--- config.mk ---
export PLATFORM = sky130hd
export DESIGN_NAME = sram_ctrl
export DESIGN_NICKNAME = d
export VERILOG_FILES = /design/src/rtl/sram_ctrl_pkg.sv /design/src/rtl/sram_ctrl_seq.sv /design/src/rtl/sram_ctrl_pins.sv /design/src/rtl/sram_ctrl.sv
export SDC_FILE = /design/constraint.sdc
export NUM_CORES = 1
export LEC_CHECK = 0
export ABC_AREA = 0
export BUFFER_PORTS_ARGS = -buffer_cell sky130_fd_sc_hd__buf_2
export CORE_MARGIN = 5
export CORE_UTILIZATION = 44
export DETAILED_ROUTE_END_ITERATION = 8
export PLACE_DENSITY_LB_ADDON = 0.15
export SLEW_MARGIN = 20
export SYNTH_ARGS = -nofsm -noshare
export SYNTH_HDL_FRONTEND = slang
export SYNTH_SLANG_ARGS = --single-unit
--- constraint.sdc ---
create_clock -name clk -period 1.7 [get_ports clk]
set_clock_uncertainty 0.15 [all_clocks]
set_input_delay 0.17 -clock clk [delete_from_list [all_inputs] [get_ports clk]]
set_output_delay 0.17 -clock clk [all_outputs]
set_load 0.01 [all_outputs]
--- src/rtl/sram_ctrl_pkg.sv ---
package sram_ctrl_pkg;

    typedef enum logic [1:0] {
        PH_IDLE   = 2'd0,
        PH_TURN   = 2'd1,
        PH_ACCESS = 2'd2
    } phase_e;

    typedef struct packed {
        phase_e phase;
        logic   is_write;
    } ctl_t;

    // A bus turnaround is owed when a previous access exists and its
    // direction differs from the one now being accepted.
    function automatic logic turn_needed(input logic had_op,
                                         input logic prev_write,
                                         input logic next_write);
        return had_op && (prev_write != next_write);
    endfunction

    function automatic int unsigned max_u(input int unsigned a, input int unsigned b);
        return (a > b) ? a : b;
    endfunction

endpackage

--- src/rtl/sram_ctrl_seq.sv ---
module sram_ctrl_seq
    import sram_ctrl_pkg::*;
#(
    parameter int unsigned ADDR_W    = 17,
    parameter int unsigned DATA_W    = 8,
    parameter int unsigned RD_CYCLES = 2,
    parameter int unsigned WR_CYCLES = 2
) (
    input  logic              clk,
    input  logic              rst,
    input  logic              req,
    input  logic              req_we,
    input  logic [ADDR_W-1:0] req_addr,
    input  logic [DATA_W-1:0] req_wdata,
    output ctl_t              ctl,
    output logic              last_beat,
    output logic [ADDR_W-1:0] op_addr,
    output logic [DATA_W-1:0] op_wdata
);

    localparam int unsigned MAX_CYC = max_u(RD_CYCLES, WR_CYCLES);
    localparam int unsigned CNT_W   = (MAX_CYC > 1) ? $clog2(MAX_CYC) : 1;
    localparam logic [CNT_W-1:0] RD_LAST = CNT_W'(RD_CYCLES - 1);
    localparam logic [CNT_W-1:0] WR_LAST = CNT_W'(WR_CYCLES - 1);

    logic [CNT_W-1:0] beat;
    logic             had_op;
    logic [CNT_W-1:0] beat_limit;

    assign beat_limit = ctl.is_write ? WR_LAST : RD_LAST;
    assign last_beat  = (ctl.phase == PH_ACCESS) && (beat == beat_limit);

    always_ff @(posedge clk) begin
        if (rst) begin
            ctl.phase    <= PH_IDLE;
            ctl.is_write <= 1'b0;
            beat         <= '0;
            had_op       <= 1'b0;
            op_addr      <= '0;
            op_wdata     <= '0;
        end else begin
            unique case (ctl.phase)
                PH_IDLE: begin
                    if (req) begin
                        op_addr      <= req_addr;
                        op_wdata     <= req_wdata;
                        ctl.is_write <= req_we;
                        had_op       <= 1'b1;
                        beat         <= '0;
                        ctl.phase    <= turn_needed(had_op, ctl.is_write, req_we)
                                        ? PH_TURN : PH_ACCESS;
                    end
                end
                PH_TURN: begin
                    ctl.phase <= PH_ACCESS;
                end
                PH_ACCESS: begin
                    if (last_beat) begin
                        ctl.phase <= PH_IDLE;
                    end else begin
                        beat <= beat + 1'b1;
                    end
                end
                default: begin
                    ctl.phase <= PH_IDLE;
                end
            endcase
        end
    end

endmodule

--- src/rtl/sram_ctrl_pins.sv ---
module sram_ctrl_pins
    import sram_ctrl_pkg::*;
#(
    parameter int unsigned ADDR_W = 17,
    parameter int unsigned DATA_W = 8
) (
    input  logic              clk,
    input  logic              rst,
    input  ctl_t              ctl,
    input  logic              last_beat,
    input  logic [ADDR_W-1:0] op_addr,
    input  logic [DATA_W-1:0] op_wdata,
    input  logic [DATA_W-1:0] sram_dq_in,
    output logic [ADDR_W-1:0] sram_addr,
    output logic [DATA_W-1:0] sram_dq_out,
    output logic              sram_dq_oe,
    output logic              sram_ce_n,
    output logic              sram_oe_n,
    output logic              sram_we_n,
    output logic              rd_valid,
    output logic [DATA_W-1:0] rd_data
);

    logic in_access;
    logic rd_take;

    assign in_access   = (ctl.phase == PH_ACCESS);
    assign sram_addr   = op_addr;
    assign sram_dq_out = op_wdata;
    assign sram_ce_n   = !in_access;
    assign sram_oe_n   = !(in_access && !ctl.is_write);
    assign sram_we_n   = !(in_access && ctl.is_write);
    assign sram_dq_oe  = in_access && ctl.is_write;
    assign rd_take     = last_beat && !ctl.is_write;

    // Sample on the edge closing the final read beat; the memory's output
    // hold time covers the strobes and address moving on that same edge.
    always_ff @(posedge clk) begin
        if (rst) begin
            rd_valid <= 1'b0;
            rd_data  <= '0;
        end else begin
            rd_valid <= rd_take;
            if (rd_take) begin
                rd_data <= sram_dq_in;
            end
        end
    end

endmodule

--- src/rtl/sram_ctrl.sv ---
module sram_ctrl
    import sram_ctrl_pkg::*;
#(
    parameter int unsigned ADDR_W    = 17,
    parameter int unsigned DATA_W    = 8,
    parameter int unsigned RD_CYCLES = 2,
    parameter int unsigned WR_CYCLES = 2
) (
    input  logic              clk,
    input  logic              rst,
    input  logic              req,
    input  logic              req_we,
    input  logic [ADDR_W-1:0] req_addr,
    input  logic [DATA_W-1:0] req_wdata,
    output logic              busy,
    output logic              rd_valid,
    output logic [DATA_W-1:0] rd_data,
    output logic [ADDR_W-1:0] sram_addr,
    output logic [DATA_W-1:0] sram_dq_out,
    input  logic [DATA_W-1:0] sram_dq_in,
    output logic              sram_dq_oe,
    output logic              sram_ce_n,
    output logic              sram_oe_n,
    output logic              sram_we_n
);

    ctl_t              ctl;
    logic              last_beat;
    logic [ADDR_W-1:0] op_addr;
    logic [DATA_W-1:0] op_wdata;

    assign busy = (ctl.phase != PH_IDLE);

    sram_ctrl_seq #(
        .ADDR_W(ADDR_W), .DATA_W(DATA_W),
        .RD_CYCLES(RD_CYCLES), .WR_CYCLES(WR_CYCLES)
    ) u_seq (
        .clk(clk), .rst(rst), .req(req), .req_we(req_we),
        .req_addr(req_addr), .req_wdata(req_wdata),
        .ctl(ctl), .last_beat(last_beat),
        .op_addr(op_addr), .op_wdata(op_wdata)
    );

    sram_ctrl_pins #(
        .ADDR_W(ADDR_W), .DATA_W(DATA_W)
    ) u_pins (
        .clk(clk), .rst(rst), .ctl(ctl), .last_beat(last_beat),
        .op_addr(op_addr), .op_wdata(op_wdata), .sram_dq_in(sram_dq_in),
        .sram_addr(sram_addr), .sram_dq_out(sram_dq_out),
        .sram_dq_oe(sram_dq_oe), .sram_ce_n(sram_ce_n),
        .sram_oe_n(sram_oe_n), .sram_we_n(sram_we_n),
        .rd_valid(rd_valid), .rd_data(rd_data)
    );

endmodule

* Word-level counts from Yosys, hierarchy flattened *
Cells that the tools add are included.
W data, S select, Z words.

word-level totals
  register bits after elaboration = 39
  bits in latches = 0
  bits in writable memories = 0
  bits in read-only memories = 0
  input bits = 37
  output and inout port bits = 39
  logic and storage cells = 37
  memories kept = 0

cells by class
  add/subtract/negate cells = 1
  $mul = 0
  div/mod/pow operators = 0
  order comparisons = 0
  equal/unequal tests = 6
  shift operators = 0
  mux-type cells = 7
  bitwise logic cells = 0
  reductions and logical operators = 15

operators with widths
  operator               count
  $pmux W2 S3            1
  $logic_and A1 B1 Y1    5
  $logic_not A1 Y1       4
  $mux W2                2
  $ne A2 B2 Y1 const B   2
  $reduce_and A2 Y1      2
  $reduce_bool A2 Y1     2
  $mux W3                1
  $reduce_and A3 Y1      1
  $eq A2 B1 Y1 const B   1
  $eq A2 B2 Y1 const B   1
  $logic_not A2 Y1       1
  $mux W1                2
  $ne A2 B1 Y1 const B   1
  $pmux W1 S2            1
  $add A1 B1 Y1 const B  1
  $ne A1 B1 Y1           1

* Longest topological paths before layout *
Gate-level depths: netlist of run 1.

  depth in word-level cells = 5
  depth in mapped cells = 5
  mapped depth without buffers = 3

* Cells and area by module *
Synthesis of run 1 repeated with hierarchy kept, for this count alone.

second synthesis, totals
  cells, all modules = 201
  area, all modules = 1720.4 um^2

by module, submodules not included
  module          times used  cells each  area each (um^2)  seq. area each (um^2)
  sram_ctrl_seq   1           133         1108.6            600.6
  sram_ctrl_pins  1           67          605.6             180.2
  sram_ctrl       1           1           6.3               0.0

* Least setup slack after synthesis of run 1 *
OpenSTA, ideal clock, no wires.

  kind = register to register
  start = register, netlist name u_seq.ctl[1]
  end = register u_seq.op_wdata[0]
  setup time = 132 ps
  arrival time = 1092 ps
  data required time = 1418 ps
  slack = 325 ps
  cell stages (with the launch flop) = 6
  path buffers = 2
  clock period less this slack = 1375 ps
  cell sequence = dfxtp_1 -> or3b_1 -> buf_6 -> buf_8 -> nand2_1 -> a21oi_1

between the ends
  longest elaborated chain between the ends = 2

ends and longest elaborated chain
  item                                line                 text
  $logic_not A2 Y1                    sram_ctrl_seq.sv:42  unique case (ctl.phase)
  $reduce_and A2 Y1 (no source line)  --
  end signal, assigned                sram_ctrl_seq.sv:46  op_wdata <= req_wdata;
  end, declared                       sram_ctrl_seq.sv:18  output logic [DATA_W-1:0] op_wdata

No other way between the ends.
A chain may end at the register's enable or synchronous reset.

* Worst setup path after layout of run 1 *
  start = register, netlist name u_seq.ctl[2]
  end = output port busy

between the ends
  longest elaborated chain between the ends = 1

ends and longest elaborated chain
  item                line             text
  $reduce_bool A2 Y1  sram_ctrl.sv:32  assign busy = (ctl.phase != PH_IDLE);
  end, declared       sram_ctrl.sv:15  output logic busy,

No other way between the ends.

==> results of run 1 <==
cell usage after synthesis:
cell type / number
a211o_1: 1
a211oi_1: 1
a21oi_1: 35
and2b_1: 1
and4bb_2: 1
buf_1: 1
buf_2: 2
buf_4: 2
buf_6: 2
buf_8: 1
clkbuf_1: 4
dfxtp_1: 39
inv_1: 3
mux2i_1: 1
nand2_1: 66
nand2_2: 3
nand2b_1: 1
nand3_1: 1
nand4bb_1: 1
nor2_1: 6
nor3b_2: 1
or2_2: 1
or3b_1: 1
xor2_1: 1
how the worst max path moves through the flow:
stage / from / endpoint / slack, ns / depth (start not counted)
after floorplan: u_seq.ctl[1]$_SDFFE_PP0P_ / u_seq.op_wdata[0]$_SDFFE_PP0P_ / 0.33 / 5
after global placement: u_seq.ctl[1]$_SDFFE_PP0P_ / u_seq.op_addr[2]$_SDFFE_PP0P_ / 0.30 / 4
after detailed placement: u_seq.ctl[1]$_SDFFE_PP0P_ / u_seq.op_addr[2]$_SDFFE_PP0P_ / 0.28 / 4
after CTS: u_seq.ctl[1]$_SDFFE_PP0P_ / sram_dq_oe / 0.03 / 4
after global routing: u_seq.ctl[2]$_SDFFE_PP0P_ / sram_dq_oe / 0.002 / 4
final: u_seq.ctl[2]$_SDFFE_PP0P_ / busy / 0.12 / 3
layout make-up:
cell class / instances / share of cell area [%]
repair buffers: 115 / 33.76
inverters: 3 / 0.4997
flip-flops and latches: 39 / 34.70
multi-input cells: 122 / 25.54
clock buffers: 8 / 3.054
well taps: 44 / 2.443
kinds of logic after synthesis:
family	after synthesis
AND/OR/NAND/NOR	83
buffers and inverters	15
AO/OA/AOI/OAI	37
multiplexers	1
XOR/XNOR	1
flip-flops	39
repair_timing:
item	CTS	global route
setup endpoints to repair	0	3
hold endpoints to repair	34	0
gates resized for setup	0	1
hold buffers	34	0
where the power goes:
group | total [mW] | switching [mW] | internal [mW]
registers | 1.01 | 0.0352 | 0.971
logic | 0.367 | 0.179 | 0.188
clock network | 0.514 | 0.270 | 0.244
per-stage QoR:
| step | area, µm² | worst slack [ns] | cells | total power [mW] | util, % |
|---|---|---|---|---|---|
| 2_1_floorplan | 1443 | 0.3254 | 176 | 1.211 | - |
| 3_3_place_gp | 1843 | 0.2973 | 289 | 1.332 | 59.40 |
| 3_5_place_dp | 1843 | 0.2796 | 289 | 1.336 | 59.40 |
| 4_1_cts | 2252 | 0.03106 | 331 | 1.910 | 72.58 |
| 5_1_grt | 2253 | 0.002222 | 331 | 2.007 | 72.62 |
| 6_report | 2253 | 0.1154 | 331 | 1.887 | 72.62 |
worst max-delay path: stages (launching register included):
cell and delay (ns):
dfxtp_1 0.37, buf_4 0.17, or2_2 0.26, buf_2 0.14
cell usage in the layout, fill, tap and decap left out:
cell type	count
dfxtp_1	38
buf_2	75
nand2b_1	1
inv_1	3
mux2i_1	1
clkbuf_4	5
clkbuf_1	1
buf_4	6
nand2_1	66
nand4bb_1	1
and4bb_2	1
nor2_1	6
nor3b_4	1
nand3_1	1
dlygate4sd3_1	34
clkbuf_8	2
a211oi_1	1
or3b_1	1
dfxtp_2	1
xor2_1	1
nand2_2	3
and2b_1	1
a211o_1	1
a21oi_1	35
or2_2	1
per-layer routing:
layer  GRT usage, %  wire length, µm
met1          18.78             1603
met2          35.09             1987
met3          5.158              247
met4          6.076               24
met5              0                0
registers in the layout, summed over array words and instances, names as in the netlist:
name	flops
u_pins.rd_data	8
u_seq.had_op	1
u_seq.beat	1
u_seq.op_addr	17
u_pins.rd_valid	1
u_seq.op_wdata	8
u_seq.ctl	3
==> impl_metrics.ini, run 1 <==
[clock_tree]
htree_num_levels = 2
cts_tree = built
postCtsSetupBuffers = 0
clk-insertion-delay-late_ns = 0.32
numCtsBuffers = 5
cts_root_buffer = clkbuf_4
clockBufferDepth = 2
cts.sinks = 39
path_clk_slew_ns = 0.11

[pwr]
ir_worst_vdd_uv = 561.9
power_density_mw_per_mm2 = 837.6
p_leak_nw = 1.064

[final_layout]
multi_input_area_um2 = 575.6
syn_to_final_growth_pct = 56.20
drive_gt1_share_pct = 33.10
regArea_um2 = 782.0
n_fill_cell = 281
nets = 323
num_antenna_cells = 0

[hold_path]
hold_class = input port to flop
worstHoldStart = req
hold-path-endpoint = u_seq.ctl[2]$_SDFFE_PP0P_
hold_depth = 4

[synthesis]
yosysWarnings = 0
ys_seq_elements = 39
synth_top_family_by_area = simple AND/OR/NAND/NOR gates
synth_compound_area_share_pct = 13.27
mappedNetlistArea_mm2 = 0.001443
synth_area_per_cell_um2 = 8.197
synth_top_area_share_pct = 54.12
synth.distinct_cells = 24
netlist_instances = 176
synthesis.nets = 213
synthAdderAreaFrac_pct = 0
synth_top_cell_by_area = dfxtp_1
synth.area.mux_share_pct = 0.6938
synth-simple-area-share_pct = 24.89
ys_top_cells_by_area = dfxtp_1 54%, nand2_1 17%, a21oi_1 12%
synth_xor_xnor_area_share_pct = 0.6071
ys_seq_area_share_pct = 54.12

[die]
start_util_pct = 46.49
core_area_mm2 = 0.003103
ios = 76
die_x_um = 67.26
std_cell_rows = 20
die_y_um = 67.26
dieArea_mm2 = 0.004524

[drt]
drcViolationCount = 0
firstDrtPassIters = 4
vias = 1500
wirelength_mm = 3.862
wire_per_inst_um = 11.67
drt_iter0_drc = 78
drtAntennaViolNets = 0
viasPerCell = 4.532

[timing]
report.final.slew_viol_count = 0
tightest_slew_ns = 0.4154
finalSetupTns_ns = 0
fin_hold_ws_ns = 0.02973
fmax_mhz = 631.1
hold_viol_final = 0
post-route-period-util_pct = 93.21
period_needed_ns = 1.585
finalSetupViolCount = 0
slew_headroom_pct = 72.15
rsz0062_at_grt = false

[critical_path]
worst-setup-path-type = flop to output pin
required_ns = 1.38
startpoint_type = flop
critPathMaxFanout = 5
worst_setup_path_end_kind = output pin
arrival_ns = 1.26
r2r-start = u_seq.ctl[1]$_SDFFE_PP0P_
ff2ff_path_depth = 4
r2r_slack_ns = 0.30
r2r-end = u_seq.op_addr[5]$_SDFFE_PP0P_

[job]
cap_violations = 0

[grt]
grt_max_degree = 40
track_usage_pct = 18.29
grt_pass1_vias = 1503
grt_pass1_wl_mm = 6.361
grt_overflow = 0
antenna_found_initial = 0

[placed_design]
place.gp.congestion = 0.7332
numPortBuffers = 75
dp_hpwl_mm = 2.406

[outcome]
outcome = finished, final reports clean
Note: power is estimated with default switching activity, not from simulation.
==> run 2: changes to the inputs <==
RECOVER_POWER = 50   (was default)
==> impl_metrics.ini, run 2 (synthesis results as in run 1) <==
[critical_path]
required_ns = 1.38
critPathMaxFanout = 5
worst-setup-path-type = flop to output pin
startpoint_type = flop
worst_setup_path_end_kind = output pin
arrival_ns = 1.24

[clock_tree]
htree_num_levels = 2
clk-insertion-delay-late_ns = 0.32
cts_tree = built
numCtsBuffers = 5
cts.sinks = 39
clockBufferDepth = 2
path_clk_slew_ns = 0.11
cts_root_buffer = clkbuf_4
postCtsSetupBuffers = 0

[pwr]
ir_worst_vdd_uv = 561.2
p_leak_nw = 0.9185
power_density_mw_per_mm2 = 851.7

[timing]
slew_headroom_pct = 72.01
period_needed_ns = 1.557
fmax_mhz = 642.2
rsz0062_at_grt = false
post-route-period-util_pct = 91.60
finalSetupTns_ns = 0
hold_viol_final = 0
finalSetupViolCount = 0
tightest_slew_ns = 0.4174
report.final.slew_viol_count = 0

[final_layout]
stdcell_area_mm2 = 0.002198
syn_to_final_growth_pct = 52.39
largest_reg_flops = 17
drive_gt1_share_pct = 20.56
reg_top3 = u_seq.op_addr: 17 flops, u_pins.rd_data: 8 flops, u_seq.op_wdata: 8 flops
regMostFlops = u_seq.op_addr
final_cell_mix = 66 x nand2_1, 40 x buf_2, 38 x dfxtp_1, 36 x clkbuf_1, 35 x a21oi_1
num_antenna_cells = 0
nets = 323
layout_commonest_cell = nand2_1

[placed_design]
placed_area_mm2 = 0.001843
dp_hpwl_mm = 2.406
numPortBuffers = 75
place.gp.congestion = 0.7332

[grt]
grt_pass1_vias = 1503
antenna_found_initial = 0
grt_max_degree = 40
track_usage_pct = 18.29
grt_pass1_wl_mm = 6.361
grt_overflow = 0

[drt]
drtAntennaViolNets = 0
wirelength_mm = 3.876
vias = 1511
viasPerCell = 4.565
drcViolationCount = 0
wire_per_inst_um = 11.71
drt_iter0_drc = 69
firstDrtPassIters = 2

[hold_path]
hold_class = input port to flop

[die]
die_x_um = 67.26
die_y_um = 67.26
ios = 76
start_util_pct = 46.49
std_cell_rows = 20
dieArea_mm2 = 0.004524
core_area_mm2 = 0.003103

[outcome]
outcome = finished, final reports clean

[job]
cap_violations = 0
-- run 2: cell types whose count changed in the layout (fill, tap and decap cells not counted) --
cell      delta
buf_2       -35
clkbuf_1    +35
nor3b_1      +1
nor3b_4      -1
-- run 2: routing by layer --
metal / wire length (µm) / up-vias / global-route usage (%)
li1: - / 785 / -
met1: 1620 / 677 / 18.78
met2: 1987 / 47 / 35.09
met3: 243 / 2 / 5.158
met4: 24 / 0 / 6.076
met5: 0 / - / 0
-- run 2: timing repair --
item,4_1_cts,5_1_grt
resized for setup,0,1
hold buffers,34,0
endpoints found under the setup margin,0,3
hold endpoints to repair,34,0
-- run 2: worst paths after layout --
check                                 startpoint                             end  slack [ns]  cells after the start
hold reg to reg   u_seq.op_addr[14]$_SDFFE_PP0P_  u_seq.op_addr[14]$_SDFFE_PP0P_        0.31                      2
setup / recovery       u_seq.ctl[2]$_SDFFE_PP0P_                            busy        0.14                      3
hold / removal                               req       u_seq.ctl[2]$_SDFFE_PP0P_        0.03                      4
setup reg to reg       u_seq.ctl[1]$_SDFFE_PP0P_   u_seq.op_addr[5]$_SDFFE_PP0P_        0.31                      4
-- run 2: metrics by stage --
| step | util (%) | worst slack (ns) | hold WS [ns] | power, mW | instances |
|---|---|---|---|---|---|
| finish | 70.85 | 0.1429 | 0.03019 | 1.872 | 331 |
| CTS | 72.58 | 0.03106 | 0.01901 | 1.910 | 331 |
| global placement | 59.40 | 0.2973 | 0.2623 | 1.332 | 289 |
| floorplan | - | 0.3254 | 0.1560 | 1.211 | 176 |
| detailed placement | 59.40 | 0.2796 | 0.2646 | 1.336 | 289 |
| global route | 70.85 | 0.05449 | 0.01429 | 1.990 | 331 |
-- run 2: final cells by class --
type / instances / area [µm²]
repair buffers: 115 / 716.9
fillers: 300 / 904.6
inverters: 3 / 11.26
flip-flops and latches: 39 / 782.0
well taps: 44 / 55.05
clock buffers: 8 / 68.82
multi-input cells: 122 / 564.3
-- run 2: worst max-delay path, cell delays in order, from the launching register on --
cell and delay [ns]:
dfxtp_1 0.36, buf_4 0.16, or2_2 0.26, buf_2 0.14
-- run 2: power by group --
part | total (mW) | switching (mW) | internal, mW
registers | 1.01 | 0.0350 | 0.971
clock network | 0.513 | 0.270 | 0.244
logic | 0.353 | 0.180 | 0.173
total | 1.87 | 0.484 | 1.39
==> run 3: changes to the inputs <==
CORE_UTILIZATION = 47   (was 44)
clock period = 2 ns   (was 1.7 ns; I/O delays follow)
==> impl_metrics.ini, run 3 (synthesis results as in run 1) <==
[clock_tree]
numCtsBuffers = 5
clockBufferDepth = 2
postCtsSetupBuffers = 0
post_cts_resized = 0
cts.sinks = 39
clk-insertion-delay-late_ns = 0.33
cts_root_buffer = clkbuf_4
cts_hold_buffers = 34
path_clk_slew_ns = 0.11
cts_tree = built
htree_num_levels = 2

[pwr]
p_leak_nw = 0.9093
power_mw = 1.681
power_density_mw_per_mm2 = 773.0
ir_worst_vdd_uv = 480.9

[timing]
post-route-period-util_pct = 82.86
tightest_slew_ns = 0.6754
finalSetupViolCount = 0
fmax_mhz = 603.4
rsz0062_at_grt = false
period_needed_ns = 1.657
hold_viol_final = 0
slew_headroom_pct = 54.97
setup_slack_ns = 0.3428
finalSetupTns_ns = 0
report.final.slew_viol_count = 0

[drt]
drt_iter0_drc = 67
drtAntennaViolNets = 0
drcViolationCount = 0
firstDrtPassIters = 4
viasPerCell = 4.707
wire_per_inst_um = 11.86
vias = 1492
wirelength_mm = 3.759

[final_layout]
layout_commonest_cell = nand2_1
largest_reg_flops = 17
utilization_pct = 72.42
drive_gt1_share_pct = 19.37
reg_top3 = u_seq.op_addr: 17 flops, u_pins.rd_data: 8 flops, u_seq.op_wdata: 8 flops
num_antenna_cells = 0
nets = 320
syn_to_final_growth_pct = 50.74
regMostFlops = u_seq.op_addr
final_cell_mix = 66 x nand2_1, 40 x buf_2, 39 x dfxtp_1, 36 x clkbuf_1, 35 x a21oi_1

[grt]
global_route.peak_usage_layer = met2
grt_overflow = 0
grt_max_degree = 40
track_usage_pct = 18.07
antenna_found_initial = 0
use_met3_pct = 4.444
grt_pass1_wl_mm = 6.037
grt_pass1_vias = 1418
grtUsageMet1_pct = 19.40
met2_usage_pct = 34.39

[critical_path]
worst-setup-path-type = flop to output pin
arrival_ns = 1.31
critPathMaxFanout = 8
required_ns = 1.65
startpoint_type = flop
worst_setup_path_end_kind = output pin

[job]
cap_violations = 0

[die]
dieArea_mm2 = 0.004277
start_util_pct = 48.04
core_area_mm2 = 0.003003
die_x_um = 65.40
ios = 76
std_cell_rows = 20
die_y_um = 65.40

[placed_design]
place.gp.congestion = 0.7114
numPortBuffers = 75
dp_hpwl_mm = 2.391
pre_cts_slack_ns = 0.5304

[outcome]
outcome = finished, final reports clean

[hold_path]
hold_class = input port to flop
[run 3: cell types whose count changed in the layout (fill, tap and decap cells not counted)]
cell / before / now
bufinv_16: 0 / 1
clkbuf_8: 2 / 1
dfxtp_1: 38 / 39
buf_4: 6 / 2
dfxtp_2: 1 / 0
clkinv_2: 0 / 1
[run 3: path summary, 6_finish.rpt]
| kind | startpoint | end | slack, ns | depth (start not counted) |
|---|---|---|---|---|
| worst max-delay path | u_seq.ctl[2]$_SDFFE_PP0P_ | sram_dq_oe | 0.34 | 4 |
| worst min register to register | u_seq.op_addr[6]$_SDFFE_PP0P_ | u_seq.op_addr[6]$_SDFFE_PP0P_ | 0.31 | 2 |
| worst max register to register | u_seq.ctl[2]$_SDFFE_PP0P_ | u_seq.op_wdata[7]$_SDFFE_PP0P_ | 0.41 | 4 |
| worst min-delay path | req | u_seq.ctl[2]$_SDFFE_PP0P_ | 0.04 | 4 |
[run 3: area by class of cell]
| type | count | area, µm² |
|---|---|---|
| Clock buffer | 6 | 51.30 |
| Timing Repair Buffer | 112 | 690.7 |
| Inverter | 3 | 11.26 |
| Tap cell | 33 | 41.29 |
| Multi-Input combinational cell | 122 | 564.3 |
| Sequential cell | 39 | 780.7 |
| Clock inverter | 2 | 35.03 |
| Fill cell | 271 | 828.3 |
[run 3: through the flow]
stage | cells | area [µm²] | hold WS, ns
5_1_grt | 317 | 2175 | 0.05551
3_3_place_gp | 275 | 1807 | 0.2892
3_5_place_dp | 275 | 1807 | 0.2951
6_report | 317 | 2175 | 0.03967
4_1_cts | 317 | 2233 | 0.02689
2_1_floorplan | 176 | 1443 | 0.1860
[run 3: layer usage]
layer,vias up,share of wire [%],wire length [µm]
met5,-,0,0
met4,0,0.90,34
met1,663,41,1539
met2,47,51,1933
li1,777,-,-
met3,5,6.7,253
[run 3: critical path: stages (launching register included)]
cell,delay [ns]
dfxtp_1,0.47
and2b_1,0.23
nand2_1,0.08
inv_1,0.07
buf_2,0.13
[run 3: power breakdown]
group          total [mW]  internal (mW)  leakage [nW]  switching [mW]
Clock               0.536          0.295        0.0482           0.241
Sequential          0.858          0.826         0.319          0.0325
Combinational       0.287          0.138         0.542           0.148
